`config.mk`:
```
export PLATFORM = sky130hd
export DESIGN_NAME = xirq_capture
export DESIGN_NICKNAME = d
export VERILOG_FILES = /design/src/rtl/xirq_pkg.sv /design/src/rtl/xirq_sync.sv /design/src/rtl/xirq_flag_cell.sv /design/src/rtl/xirq_capture.sv
export SDC_FILE = /design/constraint.sdc
export NUM_CORES = 1
export LEC_CHECK = 0
export ABC_CLOCK_PERIOD_IN_PS = 800
export BUFFER_PORTS_ARGS = -buffer_cell sky130_fd_sc_hd__buf_4
export CORE_AREA = 2 2 39 41
export CTS_CLUSTER_DIAMETER = 40
export DETAILED_ROUTE_END_ITERATION = 16
export DIE_AREA = 0 0 41 43
export SYNTH_ARGS = -nofsm -noshare
export SYNTH_HDL_FRONTEND = slang
export SYNTH_HIERARCHICAL = 1
export SYNTH_SLANG_ARGS = --single-unit
```
`constraint.sdc`:
```
create_clock -name clk -period 0.8 [get_ports clk]
set_input_delay 0.04 -clock clk [delete_from_list [all_inputs] [get_ports clk]]
set_output_delay 0.04 -clock clk [all_outputs]
set_load 0.005 [all_outputs]
```
`src/rtl/xirq_pkg.sv`:
```
// Package: shared types for the external interrupt flag capture block.
// Assumes: nothing beyond IEEE 1800-2017.
package xirq_pkg;

    // Trigger type of one source; the encoding matches the type-select bit.
    typedef enum logic {
        TRIG_LEVEL = 1'b0,
        TRIG_FALL  = 1'b1
    } trig_mode_e;

endpackage

```
`src/rtl/xirq_sync.sv`:
```
// Module: multi-stage synchronizer for a vector of asynchronous inputs.
// Assumes: idle inputs are high, so every stage resets to 1 and no
// false falling edge appears when reset is released.
module xirq_sync #(
    parameter int W      = 2,
    parameter int STAGES = 2
) (
    input  logic         clk,
    input  logic         rst_n,
    input  logic [W-1:0] din,
    output logic [W-1:0] dout
);
    logic [W-1:0] stage_q [STAGES];

    for (genvar g = 0; g < STAGES; g++) begin : g_stage
        if (g == 0) begin : g_first
            // Capture the raw asynchronous value.
            always_ff @(posedge clk) begin
                if (!rst_n) stage_q[g] <= '1;
                else        stage_q[g] <= din;
            end
        end else begin : g_rest
            // Pass the value on to resolve metastability.
            always_ff @(posedge clk) begin
                if (!rst_n) stage_q[g] <= '1;
                else        stage_q[g] <= stage_q[g-1];
            end
        end
    end

    assign dout = stage_q[STAGES-1];
endmodule

```
`src/rtl/xirq_flag_cell.sv`:
```
// Module: request flag for one source.
// Level mode: the flag follows the inverse of the synchronized pin, and
// clear/ack are ignored.
// Edge mode: the flag is set by a falling edge (registered 1 then 0) and
// cleared by clear or ack. A new edge takes priority over a clear.
// Assumes: pin_s is already synchronized to clk.
module xirq_flag_cell
    import xirq_pkg::*;
(
    input  logic       clk,
    input  logic       rst_n,
    input  logic       pin_s,
    input  trig_mode_e mode,
    input  logic       clr,
    input  logic       ack,
    output logic       flag
);
    logic pin_d;
    logic flag_q;
    logic fall_seen;
    logic flag_nxt;

    // Remember the previous synchronized pin level for edge detection.
    always_ff @(posedge clk) begin
        if (!rst_n) pin_d <= 1'b1;
        else        pin_d <= pin_s;
    end

    // Choose the next flag value from the trigger type.
    always_comb begin
        fall_seen = pin_d & ~pin_s;
        if (mode == TRIG_LEVEL) flag_nxt = ~pin_s;
        else                    flag_nxt = fall_seen | (flag_q & ~(clr | ack));
    end

    // Flag register.
    always_ff @(posedge clk) begin
        if (!rst_n) flag_q <= 1'b0;
        else        flag_q <= flag_nxt;
    end

    assign flag = flag_q;

    AST_LEVEL_FOLLOWS_PIN: assert property (@(posedge clk) disable iff (!rst_n)
        (mode == TRIG_LEVEL) |=> (flag == !$past(pin_s)));
    AST_EDGE_SETS_FLAG: assert property (@(posedge clk) disable iff (!rst_n)
        (mode == TRIG_FALL && pin_d && !pin_s) |=> flag);
    AST_EDGE_FLAG_HOLDS: assert property (@(posedge clk) disable iff (!rst_n)
        (mode == TRIG_FALL && flag && !clr && !ack) |=> flag);
    AST_EDGE_STROBE_CLEARS: assert property (@(posedge clk) disable iff (!rst_n)
        (mode == TRIG_FALL && (clr || ack) && !(pin_d && !pin_s)) |=> !flag);
    AST_EDGE_NO_SPURIOUS: assert property (@(posedge clk) disable iff (!rst_n)
        (mode == TRIG_FALL && !flag && !(pin_d && !pin_s)) |=> !flag);
endmodule

```
`src/rtl/xirq_capture.sv`:
```
// Module: top of the external interrupt flag capture block.
// Synchronizes the active-low pins, keeps the trigger-type bits, builds one
// flag cell per source, and returns {type bits, flags} as readback.
// Assumes: the strobes are synchronous to clk; the pins may be asynchronous.
module xirq_capture
    import xirq_pkg::*;
#(
    parameter int NUM_SRC     = 2,
    parameter int SYNC_STAGES = 2
) (
    input  logic                 clk,
    input  logic                 rst_n,
    input  logic [NUM_SRC-1:0]   pin_n,
    input  logic                 mode_we,
    input  logic [NUM_SRC-1:0]   mode_wdata,
    input  logic [NUM_SRC-1:0]   flag_clr,
    input  logic [NUM_SRC-1:0]   irq_ack,
    output logic [NUM_SRC-1:0]   irq_flag,
    output logic [2*NUM_SRC-1:0] status_rd
);
    localparam int RD_W = 2 * NUM_SRC;

    logic [NUM_SRC-1:0] pin_sync;
    logic [NUM_SRC-1:0] mode_q;
    logic [NUM_SRC-1:0] flag_w;

    xirq_sync #(.W(NUM_SRC), .STAGES(SYNC_STAGES)) u_sync (
        .clk  (clk),
        .rst_n(rst_n),
        .din  (pin_n),
        .dout (pin_sync)
    );

    // Trigger-type register, loaded by the write port.
    always_ff @(posedge clk) begin
        if (!rst_n)       mode_q <= '0;
        else if (mode_we) mode_q <= mode_wdata;
    end

    for (genvar i = 0; i < NUM_SRC; i++) begin : g_src
        xirq_flag_cell u_cell (
            .clk  (clk),
            .rst_n(rst_n),
            .pin_s(pin_sync[i]),
            .mode (trig_mode_e'(mode_q[i])),
            .clr  (flag_clr[i]),
            .ack  (irq_ack[i]),
            .flag (flag_w[i])
        );
    end

    assign irq_flag  = flag_w;
    assign status_rd = RD_W'({mode_q, flag_w});

    AST_MODE_WRITE_SHOWS: assert property (@(posedge clk) disable iff (!rst_n)
        mode_we |=> (status_rd[RD_W-1:NUM_SRC] == $past(mode_wdata)));
    AST_MODE_HOLDS: assert property (@(posedge clk) disable iff (!rst_n)
        !mode_we |=> $stable(status_rd[RD_W-1:NUM_SRC]));
endmodule

```
==> impl_metrics.csv <==
group,metric,value,unit
setup_path,r2r_end,"g_src[0].u_cell/flag$_SDFF_PN0_",
place,dp.cells,62,
die,rows,14,
synthesis,syn-instance-count,32,
die,io_pins,17,
cts,cts.sinks,10,
timing,skew_final,0.00379,ns
cts,clock_latency,0.26,ns
flow_run,drv.max_cap_violation_count,0,
setup_path,crit_chain,"buf_4",
grt,largest_net_degree_at_the_start_of_global_routing,11,
setup_path,timing.critical_path.to_type,"output pin",
drt,dr.first_iter.drc_count,0,
cts,cts-root-to-sink-buffers,2,
die,starting_density_of_the_core,0.250,
timing,hold_viol_final,0,
setup_path,crit_path_max_incr_delay,0.33,ns
die,floorplan.die.height,43,µm
synthesis,yosys_top_cell_area_share,0.580,
synthesis,synth_seq_area_share,0.580,
final_layout,final_std_cells_w_o_fill,68,
power_and_ir_drop,power,1.07,mW
cts,cts.root.buffer_cell,"clkbuf_4",
hold_path,holdCritPathClass,"input port to flip-flop",
timing,max_freq,1310,MHz
place,place.port_buffers,16,
setup_path,worst_path_fanout_max,4,
final_layout,final_util,0.384,
cts,cts-htree-levels,1,
setup_path,crit_path_start_kind,"flip-flop",
grt,vias_in_the_first_global_route,234,
power_and_ir_drop,static-leakage-power,0.253,nW
cts,post_cts_buffers,0,
synthesis,synth_cell_types,10,
drt,drt-vias-per-instance,4.09,
drt,dr_total_vias,278,
setup_path,worst-setup-path-type,"flip-flop to output pin",
final_layout,final_layout_size_suffix_gt1_frac,0.500,
timing,final_min_period_over_clock_period,0.955,
drt,postRouteWirelength,659,µm
drt,detailedRoute.firstPassIterationCount,1,
final_layout,diodes,0,
timing,report.final.slew_viol_count,0,
timing,min_period,0.764,ns
timing,setup_tns,0,ns
outcome,outcome,"completed",
die,die_w,41,µm
place,dp.final_hpwl,457,µm
grt,grt_pass1_wl,869,µm
final_layout,finish.instance_area,532,µm²
drt,drt-wirelength-per-cell,9.69,µm
place,gp_congestion,0.547,
synthesis,post_synth_main_area_contributors,"dfxtp_1 58%, nand2b_1 11%, mux2i_1 5.8%, nor3_2 5.8%, buf_4 4.3%",
synthesis,ys_flop_type,"dfxtp_1",
grt,grt_antenna_before_repair,0,
setup_path,number_of_cells_on_the_worst_reg_to_reg_path,3,
place,placement.cell_area,470,µm²
synthesis,syn_avg_cell_area,10.8,µm²
synthesis,ys_ff_latch,10,
drt,route.detailed.drc,0,
timing,tightest_slew,0.133,ns
die,die_area,1760,µm²
timing,worst_slew_margin_rel,0.908,
final_layout,fin_nets,64,
setup_path,timing.critical_path.required,0.76,ns
setup_path,timing.reg2reg.setup_slack,0.09,ns
setup_path,critical_path.endpoint,"status_rd[2]",
synthesis,post-synth-top-count-cell,"dfxtp_1",
setup_path,regToRegStartpoint,"mode_q[0]$_SDFFE_PN0P_",
setup_path,worstSetupPathDepth,1,
synthesis,synth_area,345,µm²
setup_path,setup.worst_path.start,"mode_q[0]$_SDFFE_PN0P_",
synthesis,synth-edff-count,0,
grt,grt_util_all_layers,0.0800,
timing,unrepaired_setup_endpoints_after_global_routing,"no",
setup_path,path_delay_family,"flip-flops",
setup_path,critical_path_top_delay_cell,"dfxtp_2",
drt,route.antenna.remaining_nets,0,
timing,setup_viol,0,
setup_path,critPathArrivalTime,0.72,ns
cts,cts_buffers,3,
die,core_region_area,1380,µm²
power_and_ir_drop,max-vdd-ir-drop,0.000690,V
synthesis,post-synth-top-area-cell,"dfxtp_1",
final_layout,area.growth.synth_to_final,54.0,%
cts,tritoncts_clock_tree,"built",
synthesis,proportion_of_register_bits_with_asynchronous_set_or_reset_after_synthesis,0,
synthesis,netlist_top_cells_count,"10 x dfxtp_1, 6 x nand2b_1",
grt,global_route.overflow_total,0,
synthesis,yosys_warnings,6,
synthesis,synth.net_count,43,
cts,worst_setup_hold_path_clk_slew,0.07,ns
setup_path,cp_num_buf_inv,1,
power_and_ir_drop,pwr_dens,2020,nW/µm²
==> where the power goes <==
group,total (mW),internal [mW],switching [mW]
clock network,0.442,0.276,0.166
registers,0.532,0.521,0.0112
logic,0.0982,0.0674,0.0308
total,1.07,0.864,0.208
==> worst min path at each step <==
stage / from / slack [ns] / end / cells after the start
after floorplan: rst_n / 0.11 / g_src[0].u_cell/pin_d$_SDFF_PN1_ / 1
after global placement: pin_n[0] / 0.22 / u_sync/stage_q[0][0]$_SDFF_PN1_ / 2
after detailed placement: pin_n[1] / 0.23 / u_sync/stage_q[0][1]$_SDFF_PN1_ / 2
after CTS: rst_n / 0.004 / u_sync/stage_q[1][0]$_SDFF_PN1_ / 2
after global routing: rst_n / 0.01 / u_sync/stage_q[0][0]$_SDFF_PN1_ / 2
final: rst_n / 0.02 / u_sync/stage_q[0][0]$_SDFF_PN1_ / 2
==> layout by cell type (no fill, tap or decap) <==
| master | instances |
|---|---|
| a21oi_1 | 2 |
| buf_4 | 16 |
| clkbuf_4 | 3 |
| clkbuf_8 | 1 |
| dfxtp_1 | 6 |
| dfxtp_2 | 4 |
| dlygate4sd3_1 | 2 |
| inv_1 | 2 |
| mux2i_1 | 2 |
| nand2_1 | 2 |
| nand2b_1 | 6 |
| nor2b_1 | 2 |
| nor3_2 | 2 |
| o21a_1 | 2 |
==> through the flow <==
| step | setup slack (ns) | hold slack (ns) |
|---|---|---|
| 2_1_floorplan | 0.0979 | 0.113 |
| 3_3_place_gp | 0.0773 | 0.221 |
| 3_5_place_dp | 0.0695 | 0.232 |
| 4_1_cts | 0.0103 | 0.00409 |
| 5_1_grt | 0.00255 | 0.0108 |
| 6_report | 0.0362 | 0.0163 |
==> cell type report <==
| class | count | area [µm²] |
|---|---|---|
| timing repair buffer | 18 | 140 |
| fill | 143 | 852 |
| sequential | 10 | 205 |
| clock buffer | 4 | 36.3 |
| tap | 16 | 20.0 |
| inverter | 2 | 7.51 |
| multi-input combinational | 18 | 123 |
==> metal layers <==
metal  wire length [µm]  GRT usage
met5                  0          0
met4                  0     0.0600
met3                104     0.0681
met2                281      0.113
met1                272     0.0693
==> sequential cells by signal (all words and copies together), names as in the netlist <==
signal / count
g_src.u_cell/pin_d: 2
g_src.u_cell/flag: 2
mode_q: 2
u_sync/stage_q: 4
==> timing repair <==
item,in CTS,in global routing
endpoints found under the setup margin,2,4
hold endpoints to repair,2,0
resized for setup,2,2
hold buffers,2,0
cloned,0,0
==> logic make-up after synthesis <==
family	Yosys count	synth area share
multiplexers	2	0.0580
AND/OR/NAND/NOR	12	0.225
buffers and inverters	4	0.0652
flip-flops	10	0.580
AO/OA/AOI/OAI	4	0.0725
Power figures use the tool's default switching activity.
